`config.mk`:
```
export PLATFORM = sky130hd
export DESIGN_NAME = sar_bus_ctrl
export DESIGN_NICKNAME = d
export VERILOG_FILES = /design/src/rtl/sar_pkg.sv /design/src/rtl/sar_sync.sv /design/src/rtl/sar_strobe.sv /design/src/rtl/sar_engine.sv /design/src/rtl/sar_bus_ctrl.sv
export SDC_FILE = /design/constraint.sdc
export NUM_CORES = 1
export LEC_CHECK = 0
export BUFFER_PORTS_ARGS = -buffer_cell sky130_fd_sc_hd__buf_2
export CAP_MARGIN = 40
export CORE_MARGIN = 10
export CORE_UTILIZATION = 45
export DETAILED_ROUTE_END_ITERATION = 8
export GPL_TIMING_DRIVEN = 0
export MAX_ROUTING_LAYER = met4
export PLACE_DENSITY = 0.64
export SYNTH_ARGS = -nofsm -noshare
export SYNTH_HDL_FRONTEND = slang
export SYNTH_SLANG_ARGS = --single-unit
```
`constraint.sdc`:
```
create_clock -name clk -period 2.2 [get_ports clk]
set_input_delay 0.66 -clock clk [delete_from_list [all_inputs] [get_ports clk]]
set_output_delay 0.66 -clock clk [all_outputs]
set_load 0.005 [all_outputs]
```
`src/rtl/sar_pkg.sv`:
```
package sar_pkg;

    // Conversion sequencer states
    typedef enum logic [2:0] {
        ST_IDLE   = 3'd0,
        ST_SYNC   = 3'd1,
        ST_SAMPLE = 3'd2,
        ST_CONV   = 3'd3,
        ST_DONE   = 3'd4
    } sar_state_e;

    // Decoded bus strobe events in the conversion-clock domain
    typedef struct packed {
        logic start;   // write strobe rose with chip select low
        logic hold;    // write strobe and chip select both low
        logic clr;     // falling read or write strobe with chip select low
    } strobe_evt_t;

endpackage

```
`src/rtl/sar_sync.sv`:
```
module sar_sync #(
    parameter int   W       = 1,
    parameter int   STAGES  = 2,
    parameter logic RST_VAL = 1'b1
) (
    input  logic         clk,
    input  logic         rst_n,
    input  logic [W-1:0] async_i,
    output logic [W-1:0] sync_o
);

    for (genvar b = 0; b < W; b++) begin : g_bit
        logic [STAGES-1:0] chain_d, chain_q;

        always_comb begin
            chain_d = {chain_q[STAGES-2:0], async_i[b]};
        end

        always_ff @(posedge clk or negedge rst_n) begin
            if (!rst_n) chain_q <= {STAGES{RST_VAL}};
            else        chain_q <= chain_d;
        end

        assign sync_o[b] = chain_q[STAGES-1];
    end

endmodule

```
`src/rtl/sar_strobe.sv`:
```
module sar_strobe
    import sar_pkg::*;
(
    input  logic        clk,
    input  logic        rst_n,
    input  logic        cs_s,
    input  logic        wr_s,
    input  logic        rd_s,
    output strobe_evt_t evt_o
);

    typedef struct packed {
        logic wr_prev;
        logic rd_prev;
    } edge_t;

    edge_t d, q;

    always_comb begin
        d         = q;
        d.wr_prev = wr_s;
        d.rd_prev = rd_s;

        evt_o.start = !cs_s &&  wr_s && !q.wr_prev;
        evt_o.hold  = !cs_s && !wr_s;
        evt_o.clr   = !cs_s && ((q.wr_prev && !wr_s) || (q.rd_prev && !rd_s));
    end

    always_ff @(posedge clk or negedge rst_n) begin
        if (!rst_n) q <= '{wr_prev: 1'b1, rd_prev: 1'b1};
        else        q <= d;
    end

endmodule

```
`src/rtl/sar_engine.sv`:
```
module sar_engine
    import sar_pkg::*;
#(
    parameter int N          = 8,
    parameter int PH_W       = 3,
    parameter int SAMPLE_CYC = 5,
    parameter int STEP_CYC   = 7
) (
    input  logic         clk,
    input  logic         rst_n,
    input  strobe_evt_t  evt_i,
    input  logic         cmp_hi_i,
    output logic [N-1:0] trial_o,
    output logic         done_o
);

    localparam int CNT_MAX = (SAMPLE_CYC > STEP_CYC) ? SAMPLE_CYC : STEP_CYC;
    localparam int CNT_W   = $clog2(CNT_MAX + 1);
    localparam int BIT_W   = (N > 1) ? $clog2(N) : 1;

    localparam logic [CNT_W-1:0] SAMPLE_LAST = CNT_W'(SAMPLE_CYC - 1);
    localparam logic [CNT_W-1:0] STEP_LAST   = CNT_W'(STEP_CYC - 1);
    localparam logic [CNT_W-1:0] DECIDE_AT   = CNT_W'(1);
    localparam logic [BIT_W-1:0] MSB_IDX     = BIT_W'(N - 1);

    typedef struct packed {
        sar_state_e       st;
        logic [PH_W-1:0]  phase;
        logic [CNT_W-1:0] cnt;
        logic [BIT_W-1:0] bidx;
        logic [N-1:0]     sar;
    } eng_t;

    eng_t d, q;

    always_comb begin
        d       = q;
        d.phase = q.phase + 1'b1;   // free-running internal clock phase

        if (evt_i.hold) begin
            d.st  = ST_IDLE;
            d.cnt = '0;
            d.sar = '0;
        end else if (evt_i.start) begin
            d.st  = ST_SYNC;
            d.cnt = '0;
            d.sar = '0;
        end else begin
            case (q.st)
                ST_IDLE: ;
                ST_SYNC: begin
                    if (q.phase == '1) begin
                        d.st  = ST_SAMPLE;
                        d.cnt = '0;
                    end
                end
                ST_SAMPLE: begin
                    if (q.cnt == SAMPLE_LAST) begin
                        d.st   = ST_CONV;
                        d.cnt  = '0;
                        d.bidx = MSB_IDX;
                    end else begin
                        d.cnt = q.cnt + 1'b1;
                    end
                end
                ST_CONV: begin
                    if (q.cnt == '0) begin
                        d.sar[q.bidx] = 1'b1;
                    end
                    if (q.cnt == DECIDE_AT && !cmp_hi_i) begin
                        d.sar[q.bidx] = 1'b0;
                    end
                    if (q.cnt == STEP_LAST) begin
                        d.cnt = '0;
                        if (q.bidx == '0) d.st   = ST_DONE;
                        else              d.bidx = q.bidx - 1'b1;
                    end else begin
                        d.cnt = q.cnt + 1'b1;
                    end
                end
                ST_DONE: d.st = ST_IDLE;
                default: d.st = ST_IDLE;
            endcase
        end
    end

    always_ff @(posedge clk or negedge rst_n) begin
        if (!rst_n) q <= '0;
        else        q <= d;
    end

    assign trial_o = q.sar;
    // a start or hold on the completing edge abandons the result
    assign done_o  = (q.st == ST_DONE) && !evt_i.hold && !evt_i.start;

endmodule

```
`src/rtl/sar_bus_ctrl.sv`:
```
module sar_bus_ctrl
    import sar_pkg::*;
#(
    parameter int N          = 8,
    parameter int PH_W       = 3,
    parameter int SAMPLE_CYC = 5,
    parameter int STEP_CYC   = 7
) (
    input  logic         clk,
    input  logic         rst_n,
    input  logic         cs_n,
    input  logic         wr_n,
    input  logic         rd_n,
    input  logic         cmp_hi,
    output logic [N-1:0] trial_code,
    output logic         intr_n,
    output logic [N-1:0] data_out,
    output logic         data_oe
);

    localparam int NUM_STRB = 3;

    logic [NUM_STRB-1:0] strb_s;
    strobe_evt_t         evt;
    logic                done;
    logic                start_evt, hold_evt, clr_evt;

    sar_sync #(
        .W       (NUM_STRB),
        .STAGES  (2),
        .RST_VAL (1'b1)
    ) u_sync (
        .clk     (clk),
        .rst_n   (rst_n),
        .async_i ({cs_n, wr_n, rd_n}),
        .sync_o  (strb_s)
    );

    sar_strobe u_strobe (
        .clk   (clk),
        .rst_n (rst_n),
        .cs_s  (strb_s[2]),
        .wr_s  (strb_s[1]),
        .rd_s  (strb_s[0]),
        .evt_o (evt)
    );

    sar_engine #(
        .N          (N),
        .PH_W       (PH_W),
        .SAMPLE_CYC (SAMPLE_CYC),
        .STEP_CYC   (STEP_CYC)
    ) u_engine (
        .clk      (clk),
        .rst_n    (rst_n),
        .evt_i    (evt),
        .cmp_hi_i (cmp_hi),
        .trial_o  (trial_code),
        .done_o   (done)
    );

    assign start_evt = evt.start;
    assign hold_evt  = evt.hold;
    assign clr_evt   = evt.clr;

    typedef struct packed {
        logic [N-1:0] res;
        logic         intr_n;
    } out_t;

    out_t d, q;

    always_comb begin
        d = q;
        if (done) begin
            d.res    = trial_code;
            d.intr_n = 1'b0;          // completion outranks a clearing edge
        end else if (evt.clr) begin
            d.intr_n = 1'b1;
        end
    end

    always_ff @(posedge clk or negedge rst_n) begin
        if (!rst_n) q <= '{res: '0, intr_n: 1'b1};
        else        q <= d;
    end

    assign intr_n   = q.intr_n;
    assign data_out = q.res;
    assign data_oe  = !cs_n && !rd_n;

endmodule

```
==> impl_metrics.toml, run 1 <==
[status]
status = "complete, no violations"

[detailed_routing]
wl_um = 3360
drtIter0Drc = 41
wire_per_inst_um = 14.8
first_pass_iters = 4
ant_nets = 0
drc = 0
via_count = 1227
viasPerCell = 5.43

[sta]
worstMarginPinSlew_ps = 797
setup_ws_ps = 461
slew_violations = 0
skew_ps = 9.58
final.period_utilization = 0.791
clock.fmax_mhz = 575
finalSetupViolations = 0
hold_viol_final = 0
rsz0062_at_grt = "false"
whs_ps = 356
relSlewSlack = 0.469
fin_crit_ps = 1740
tns_ps = 0

[worst_setup_path]
crit_path_start_kind = "flip-flop"
cp_num_buf_inv = 1
cp.depth = 6
worst-path-max-fanout = 3
criticalPathCategory = "reg -> reg"
endpoint_kind = "flip-flop"
cp_cell_sequence = "inv_1 -> ha_1 -> mux2i_1 -> o211ai_1 -> or2_1 -> a31oi_1"
endpoint = "u_engine.q[13]$_DFFE_PN0P_"
worstReg2RegEnd = "u_engine.q[13]$_DFFE_PN0P_"
r2r-start = "u_engine.q[11]$_DFFE_PN0P_"
cp.arrival_ps = 1940
required_ps = 2400
r2r_slack_ps = 460
reg2reg_depth = 6
critPathLaunch = "u_engine.q[11]$_DFFE_PN0P_"
slowest_stage = "dfrtp_1"
critPathMaxStageDelay_ps = 380
crit_family = "compound AO/OA/AOI/OAI gates"

[floorplanning]
io-pin-count = 24
rows = 22
die_height_um = 82.9
die_x_um = 82.9
coreArea_sq_um = 3740
start_util = 0.476
die-area_sq_um = 6880

[flow_run]
drv_cap = 0

[pwr]
p_sw_w = 0.000304
p_sw_frac = 0.240
pwr-share-clk = 0.351
p_int_w = 0.000961
power_frac_seq = 0.564
p_per_area_nw_per_um2 = 620
combPwrFrac = 0.085
power.total_w = 0.00126
vdd_drop_max_mv = 0.461
p_leak_nw = 0.991

[place]
gp_congestion = 0.857
dp_hpwl_um = 2530
portBuffers = 23
place_ws_ps = 438

[synthesis]
syn-num-nets = 161
synth_seq_cells = 37
yosysSeqAreaShare = 0.526
ys.flop_type = "dfrtp_1"
synth.top_cell.area_share = 0.393
synth_top_cell_by_area = "dfrtp_1"
synthCells = 147
async_reset_ff_frac = 1.00
netlist_area_sq_um = 1780
synth.avg_cell_area_sq_um = 12.1
yosysUniqueCellTypes = 42
synth-warning-count = 0
synth-edff-count = 0
synthTopCellsByArea = "dfrtp_1 39%, dfstp_2 13%, ha_1 5.6%"

[clock_tree]
postCtsSetupBuffers = 0
clk-insertion-delay-late_ps = 290
cts.repair.resized = 0
clock_path_buffers = 2
cts_root_buffer = "clkbuf_8"
cts_tree = "done"
cts.sinks = 37
cts_buffers = 5
clk_pin_slew_worst_paths_ps = 70
htree_levels = 2
cts_hold_buffers = 0

[final_layout]
final_layout_size_suffix_gt1_frac = 0.393
syn_to_final_growth_pct = 14.5
layout_common_cells = "28 x dfrtp_1, 23 x buf_2, 10 x inv_1"
diodes = 0
final_nets = 191
final_common_cell = "dfrtp_1"

[global_routing]
antenna_found_initial = 0
grt_pass1_wl_um = 6040
grt_use_total = 0.106
grt_overflow = 0
grt_start_max_net_pins = 38
grt_pass1_vias = 1281

[worst_hold_path]
min_path_type = "reg -> reg"
per-layer routing:
metal  routed length [um]  GRT usage  share of wire
met5                    0          -              0
met2                 1640      0.166           0.49
met1                 1510      0.122           0.45
met4                   30     0.0354         0.0089
met3                  181     0.0400          0.054
kinds of logic after synthesis:
kind of cell | Yosys count | share of synthesized area
and+or+nand+nor | 35 | 0.126
AOI/OAI and AO/OA | 34 | 0.140
DFF | 37 | 0.526
muxes | 11 | 0.0674
adders and majority gates | 8 | 0.0561
buffers and inverters | 22 | 0.0842
worst reg2reg max path, delay by kind of cell, from the launching register on:
family	cells	cell delay (ps)
flops	1	380
mux	1	320
buf+inv	1	100
simple gates	1	260
compound gates	2	390
fa+ha+maj	1	230
worst min path at each step:
stage,startpoint,endpoint,slack [ps],cells past startpoint
3_5_place_dp,u_sync.g_bit[1].chain_q[0]$_DFF_PN1_,u_sync.g_bit[1].chain_q[1]$_DFF_PN1_,350,0
6_report,u_sync.g_bit[1].chain_q[0]$_DFF_PN1_,u_sync.g_bit[1].chain_q[1]$_DFF_PN1_,360,0
4_1_cts,u_sync.g_bit[1].chain_q[0]$_DFF_PN1_,u_sync.g_bit[1].chain_q[1]$_DFF_PN1_,360,0
5_1_grt,u_sync.g_bit[1].chain_q[0]$_DFF_PN1_,u_sync.g_bit[1].chain_q[1]$_DFF_PN1_,360,0
3_3_place_gp,u_sync.g_bit[2].chain_q[0]$_DFF_PN1_,u_sync.g_bit[2].chain_q[1]$_DFF_PN1_,350,0
2_1_floorplan,u_sync.g_bit[0].chain_q[0]$_DFF_PN1_,u_sync.g_bit[0].chain_q[1]$_DFF_PN1_,350,0
power groups by stage:
stage	clock network (W)	logic, W	registers, W
after global placement	0	0.000105	0.000724
after detailed placement	0	0.000108	0.000726
after CTS	0.000457	0.000108	0.000713
after global routing	0.000495	0.000120	0.000715
after floorplan	0	0.0000706	0.000722
final	0.000444	0.000107	0.000713
metrics by stage:
stage	instances	utilization	area [sq um]
after floorplan	147	-	1780
after global placement	218	0.523	1960
after detailed placement	218	0.523	1960
after CTS	226	0.545	2040
after global routing	226	0.545	2040
final	226	0.545	2040
flip-flops by register name (all words and copies together) (netlist names):
register / count
data_out: 8
u_engine.q: 12
intr_n: 1
u_engine.trial_o: 8
u_sync.g_bit.chain_q: 6
u_strobe.q: 2
final cells by class:
type	count	area, sq um
Clock buffer	6	72.6
Inverter	10	37.5
Sequential cell	37	937
Multi-Input combinational cell	88	696
Timing Repair Buffer	23	115
Tap cell	48	60.1
Fill cell	348	1700
Buffer	12	113
Clock inverter	2	10.0
cell usage after synthesis, types with 2 or more instances:
cell,number
a21oi_1,4
a31oi_1,4
a32o_1,3
buf_4,8
clkbuf_8,3
dfrtp_1,28
dfstp_2,9
ha_1,8
inv_1,10
mux2_2,8
mux2i_1,3
nand2_1,8
nand2b_1,3
nand3_1,4
nor2_1,5
nor3_1,3
o211ai_1,4
o21a_1,2
o21ai_0,5
o21ai_1,3
(Power assumes the default switching activity.)
==> inputs of run 2 (changes only) <==
- ABC_AREA: unset -> 1
- clock period: 2.2 -> 1.73 ns (I/O delays scaled with it)
==> run 2 against run 1 <==
  * Fmax up 12%
  * Clock skew down 2.9 ps
  * Critical path type unchanged
  * Clock power up 97%
  * Sequential power up 38%
  * Worst hold slack worse by 45 ps
  * Largest cell class unchanged
  * Synthesized area up 4.8%
  * Count of clock-buffer cells in the layout down 1
  * Critical path depth up 1
  * Design area up 6.9%
  * Highest routed layer unchanged
==> impl_metrics.toml, run 2 <==
[synthesis]
synth-warning-count = 0
synth.top_cell.area_share = 0.375
ys.flop_type = "dfrtp_1"
synth_seq_cells = 37
synthTopCellsByArea = "dfrtp_1 37%, dfstp_2 13%, nand2_1 8.6%"
yosysUniqueCellTypes = 29
synth_common_cells = "43 x nand2_1, 30 x o21ai_0, 28 x dfrtp_1"
async_reset_ff_frac = 1.00
synth_top_cell_by_area = "dfrtp_1"
synth.avg_cell_area_sq_um = 8.74
syn-num-nets = 228
netlist_area_sq_um = 1870
synthCells = 214
yosysMostFrequentCell = "nand2_1"
yosysSeqAreaShare = 0.501
synth-edff-count = 0

[clock_tree]
clk-insertion-delay-late_ps = 290
cts_tree = "done"
htree_levels = 2
clock_path_buffers = 2
cts_root_buffer = "clkbuf_8"
cts_hold_buffers = 0
cts_buffers = 5
cts.repair.resized = 0
cts.sinks = 37
postCtsSetupBuffers = 0
clk_pin_slew_worst_paths_ps = 80

[worst_hold_path]
min_path_type = "in -> async"

[detailed_routing]
first_pass_iters = 4
ant_nets = 0
wl_um = 3800
drtIter0Drc = 91
via_count = 1480
viasPerCell = 5.02
wire_per_inst_um = 12.9
drc = 0

[floorplanning]
rows = 23
start_util = 0.467
die_x_um = 84.5
io-pin-count = 24
die_height_um = 84.5
die-area_sq_um = 7130
coreArea_sq_um = 4000

[worst_setup_path]
crit_path_start_kind = "flip-flop"
reg2reg_depth = 7
criticalPathCategory = "reg -> reg"
crit_path_frequent_cell = "inv_1"
required_ps = 1920
critPathMaxStageDelay_ps = 430
cp.depth = 7
crit_family = "flip-flops"
cp_num_buf_inv = 2
cp_cell_sequence = "inv_1 -> ha_1 -> inv_1 -> nor2_1 -> o21ai_0 -> nand3_2 -> o21a_1"
cp.arrival_ps = 1730
slowest_stage = "dfrtp_1"
worst-path-max-fanout = 7
endpoint_kind = "flip-flop"

[final_layout]
final_nets = 258
largest_reg_flops = 12
final_layout_size_suffix_gt1_frac = 0.257
syn_to_final_growth_pct = 16.7
regMostFlops = "u_engine.q"
diodes = 0
final_common_cell = "nand2_1"
layout_common_cells = "43 x nand2_1, 30 x o21ai_0, 28 x dfrtp_1"

[place]
dp_hpwl_um = 2800
portBuffers = 23
gp_congestion = 0.901

[pwr]
p_int_w = 0.00169
p_per_area_nw_per_um2 = 1100
p_leak_nw = 1.07
vdd_drop_max_mv = 0.505
power_frac_seq = 0.410
combPwrFrac = 0.226
p_sw_frac = 0.298
pwr-share-clk = 0.364
p_sw_w = 0.000716

[global_routing]
grt_use_total = 0.118
grt_overflow = 0
grt_start_max_net_pins = 38
grt_pass1_wl_um = 6910
antenna_found_initial = 0
grt_pass1_vias = 1538

[sta]
clock.fmax_mhz = 647
hold_viol_final = 0
finalSetupViolations = 0
worstMarginPinSlew_ps = 795
whs_ps = 311
skew_ps = 6.65
relSlewSlack = 0.470
rsz0062_at_grt = "false"
final.period_utilization = 0.894
tns_ps = 0
slew_violations = 0
fin_crit_ps = 1550

[flow_run]
drv_cap = 0

[status]
status = "complete, no violations"
==> run 2: changes by cell type after synthesis, moves of 6 or more <==
cell,delta
inv_1,+16
mux2_2,-8
nand2_1,+35
nand3_1,+13
nor2_1,+9
o21ai_0,+25
o22ai_1,+6
==> run 2: routing by layer <==
layer / vias to the layer above / global-route usage / wire length, um
met5: - / - / 0
met4: 0 / 0.0434 / 50
met3: 6 / 0.0406 / 206
met2: 27 / 0.183 / 1730
met1: 694 / 0.138 / 1810
li1: 753 / - / -
==> run 2: metrics by stage <==
stage / power, W / cell area (sq um) / utilization / setup slack, ps / instances
2_1_floorplan: 0.00140 / 1870 / - / 325 / 214
3_3_place_gp: 0.00152 / 2050 / 0.512 / 208 / 287
3_5_place_dp: 0.00153 / 2050 / 0.512 / 195 / 287
4_1_cts: 0.00241 / 2180 / 0.545 / 181 / 295
5_1_grt: 0.00257 / 2180 / 0.545 / 25.5 / 295
6_report: 0.00240 / 2180 / 0.545 / 184 / 295
==> run 2: logic make-up after synthesis <==
kind of cell | Yosys count | synth area share
AND/OR/NAND/NOR | 84 | 0.209
AO/OA/AOI/OAI | 46 | 0.135
buffers and inverters | 37 | 0.0917
flip-flops | 37 | 0.501
adder cells (fa/ha/maj) | 8 | 0.0535
XOR/XNOR | 2 | 0.00937
==> run 2: power groups by stage <==
stage	Combinational (W)	Sequential (W)	Clock, W
after CTS	0.000540	0.000984	0.000890
final	0.000542	0.000985	0.000875
after global placement	0.000522	0.000999	0
after floorplan	0.000419	0.000985	0
after detailed placement	0.000533	0.000999	0
after global routing	0.000639	0.000995	0.000936
==> run 2: cell type report <==
class | instances | area [sq um]
Tap cell | 50 | 62.6
Fill cell | 399 | 1820
Multi-Input combinational cell | 140 | 761
Buffer | 10 | 70.1
Clock inverter | 3 | 65.1
Inverter | 27 | 101
Clock buffer | 5 | 68.8
Sequential cell | 37 | 937
Timing Repair Buffer | 23 | 115
==> run 2: path summary, 6_finish.rpt <==
check / slack [ps] / from / end
max in group asynchronous: 910 / rst_n / data_out[7]$_DFFE_PN0P_
min in group clk: 330 / wr_n / u_sync.g_bit[1].chain_q[0]$_DFF_PN1_
min: 310 / rst_n / u_engine.q[13]$_DFFE_PN0P_
max: 180 / u_engine.q[8]$_DFFE_PN0P_ / u_engine.q[9]$_DFFE_PN0P_
min reg2reg: 360 / u_sync.g_bit[2].chain_q[0]$_DFF_PN1_ / u_sync.g_bit[2].chain_q[1]$_DFF_PN1_
max reg2reg: 180 / u_engine.q[8]$_DFFE_PN0P_ / u_engine.q[9]$_DFFE_PN0P_
==> run 2: worst reg2reg max path, cell delays in order (launching register included) <==
cell,delay [ps]
dfrtp_1,430
inv_1,160
ha_1,240
inv_1,50
nor2_1,30
o21ai_0,180
nand3_2,150
o21a_1,210
==> inputs of run 3 (changes only) <==
- PLACE_DENSITY: 0.64 -> unset
- PLACE_DENSITY_LB_ADDON: unset -> 0.25
==> run 3 against run 2 <==
  * Total power is 9.3% lower
  * Routed wire length is 2.3% lower
  * Design area down 1.4%
  * Critical path depth is the same
  * Die area stayed put
  * Flip-flop and latch count unchanged
  * Final cell count unchanged
  * Via count is 1.0% lower
  * Worst hold slack worse by 5.4 ps
  * Combinational power is 1% lower
  * Critical path type unchanged
  * Largest power group unchanged
==> impl_metrics.toml, run 3 (synthesis gave the netlist of run 2 again) <==
[detailed_routing]
viasPerCell = 4.97
drtIter0Drc = 119
first_pass_iters = 4
via_count = 1465
ant_nets = 0
drc = 0
wl_um = 3710
wire_per_inst_um = 12.6

[place]
gp_congestion = 0.923
portBuffers = 23
dp_hpwl_um = 2800

[floorplanning]
coreArea_sq_um = 4000
die_x_um = 84.5
start_util = 0.467
io-pin-count = 24
rows = 23
die-area_sq_um = 7130
die_height_um = 84.5

[clock_tree]
htree_levels = 2
cts_buffers = 5
clock_path_buffers = 2
cts_root_buffer = "clkbuf_8"
clk_pin_slew_worst_paths_ps = 70
cts.sinks = 37
cts_tree = "done"
clk-insertion-delay-late_ps = 290
cts_hold_buffers = 0

[worst_setup_path]
reg2reg_depth = 7
worstReg2RegEnd = "u_engine.q[9]$_DFFE_PN0P_"
cp.arrival_ps = 1690
criticalPathCategory = "reg -> reg"
r2r-start = "u_engine.q[8]$_DFFE_PN0P_"
crit_path_start_kind = "flip-flop"
required_ps = 1910
endpoint_kind = "flip-flop"
worst-path-max-fanout = 7
r2r_slack_ps = 220

[sta]
hold_viol_final = 0
clock.fmax_mhz = 662
rsz0062_at_grt = "false"
finalSetupViolations = 0
worstMarginPinSlew_ps = 784
relSlewSlack = 0.477
skew_ps = 3.78
tns_ps = 0
slew_violations = 0
whs_ps = 306
final.period_utilization = 0.873
fin_crit_ps = 1510

[worst_hold_path]
min_path_type = "in -> async"

[final_layout]
layout_common_cells = "43 x nand2_1, 30 x o21ai_0, 26 x inv_1, 26 x dfrtp_1, 24 x buf_2"
final_nets = 258
syn_to_final_growth_pct = 15.1
final_layout_size_suffix_gt1_frac = 0.265
nFillCells = 381
diodes = 0
final_common_cell = "nand2_1"
regMostFlops = "u_engine.q"
largest_reg_flops = 12

[pwr]
combPwrFrac = 0.245
pwr-share-clk = 0.301
p_leak_nw = 1.05
p_per_area_nw_per_um2 = 1010
p_int_w = 0.00148
power.total_w = 0.00218
p_sw_frac = 0.323
p_sw_w = 0.000703
vdd_drop_max_mv = 0.452
power_frac_seq = 0.454

[global_routing]
grt_overflow = 0
grt_pass1_vias = 1446
grt_use_total = 0.114
grt_pass1_wl_um = 6550
grt_start_max_net_pins = 38
antenna_found_initial = 0

[flow_run]
drv_cap = 0

[status]
status = "complete, no violations"
-- run 3: changes by cell type in the layout (fill, tap and decap cells not counted) --
cell       previous run  this run
dfrtp_1              28        26
clkbuf_8              5         7
dfrtp_2               0         2
bufinv_16             2         0
-- run 3: how the worst max path moves through the flow --
stage,start,slack [ps],to
4_1_cts,u_engine.q[8]$_DFFE_PN0P_,180,u_engine.q[9]$_DFFE_PN0P_
3_5_place_dp,u_engine.q[8]$_DFFE_PN0P_,200,u_engine.q[9]$_DFFE_PN0P_
2_1_floorplan,u_engine.q[8]$_DFFE_PN0P_,330,u_engine.q[9]$_DFFE_PN0P_
6_report,u_engine.q[8]$_DFFE_PN0P_,220,u_engine.q[9]$_DFFE_PN0P_
5_1_grt,u_engine.q[8]$_DFFE_PN0P_,30,u_engine.q[10]$_DFFE_PN0P_
3_3_place_gp,u_engine.q[8]$_DFFE_PN0P_,220,u_engine.q[9]$_DFFE_PN0P_
-- run 3: cell type report --
| class | count | area (sq um) | area share |
|---|---|---|---|
| sequential | 37 | 940 | 0.437 |
| multi-input combinational | 140 | 761 | 0.354 |
| timing repair buffer | 23 | 115 | 0.0535 |
| inverter | 27 | 101 | 0.0471 |
| clock buffer | 7 | 96.3 | 0.0448 |
| buffer | 10 | 70.1 | 0.0326 |
| tap | 50 | 62.6 | 0.0291 |
| clock inverter | 1 | 5.00 | 0.00233 |
-- run 3: stage by stage --
stage / cells / utilization / setup WS, ps / cell area [sq um]
2_1_floorplan: 214 / - / 325 / 1870
3_3_place_gp: 287 / 0.512 / 218 / 2050
3_5_place_dp: 287 / 0.512 / 199 / 2050
4_1_cts: 295 / 0.537 / 184 / 2150
5_1_grt: 295 / 0.538 / 31.0 / 2150
6_report: 295 / 0.538 / 220 / 2150
-- run 3: power by group through the flow --
stage	combinational (W)	clock [W]	sequential, W
2_1_floorplan	0.000419	0	0.000985
3_3_place_gp	0.000525	0	0.00100
3_5_place_dp	0.000537	0	0.000999
4_1_cts	0.000538	0.000670	0.000985
5_1_grt	0.000626	0.000716	0.00100
6_report	0.000535	0.000656	0.000989
-- run 3: critical path: stages (launching register included) --
cell	delay, ps
dfrtp_2	410
inv_1	130
ha_1	230
inv_1	50
nor2_1	30
o21ai_0	180
nand3_2	150
o21a_1	210
-- run 3: metal layers --
metal  part of all wire  wire, um  vias to the layer above  GRT usage
li1                   -         -                      754          -
met1               0.47      1740                      675      0.138
met2               0.44      1650                       29      0.162
met3              0.068       251                        7     0.0396
met4              0.020        74                        0     0.0599
met5                  0         0                        -          -
-- run 3: timing repair --
action | in CTS | in global routing
resized for setup | 0 | 2
endpoints found under the setup margin | 0 | 3
buffers inserted | 0 | 0
endpoints found under the hold margin | 0 | 0
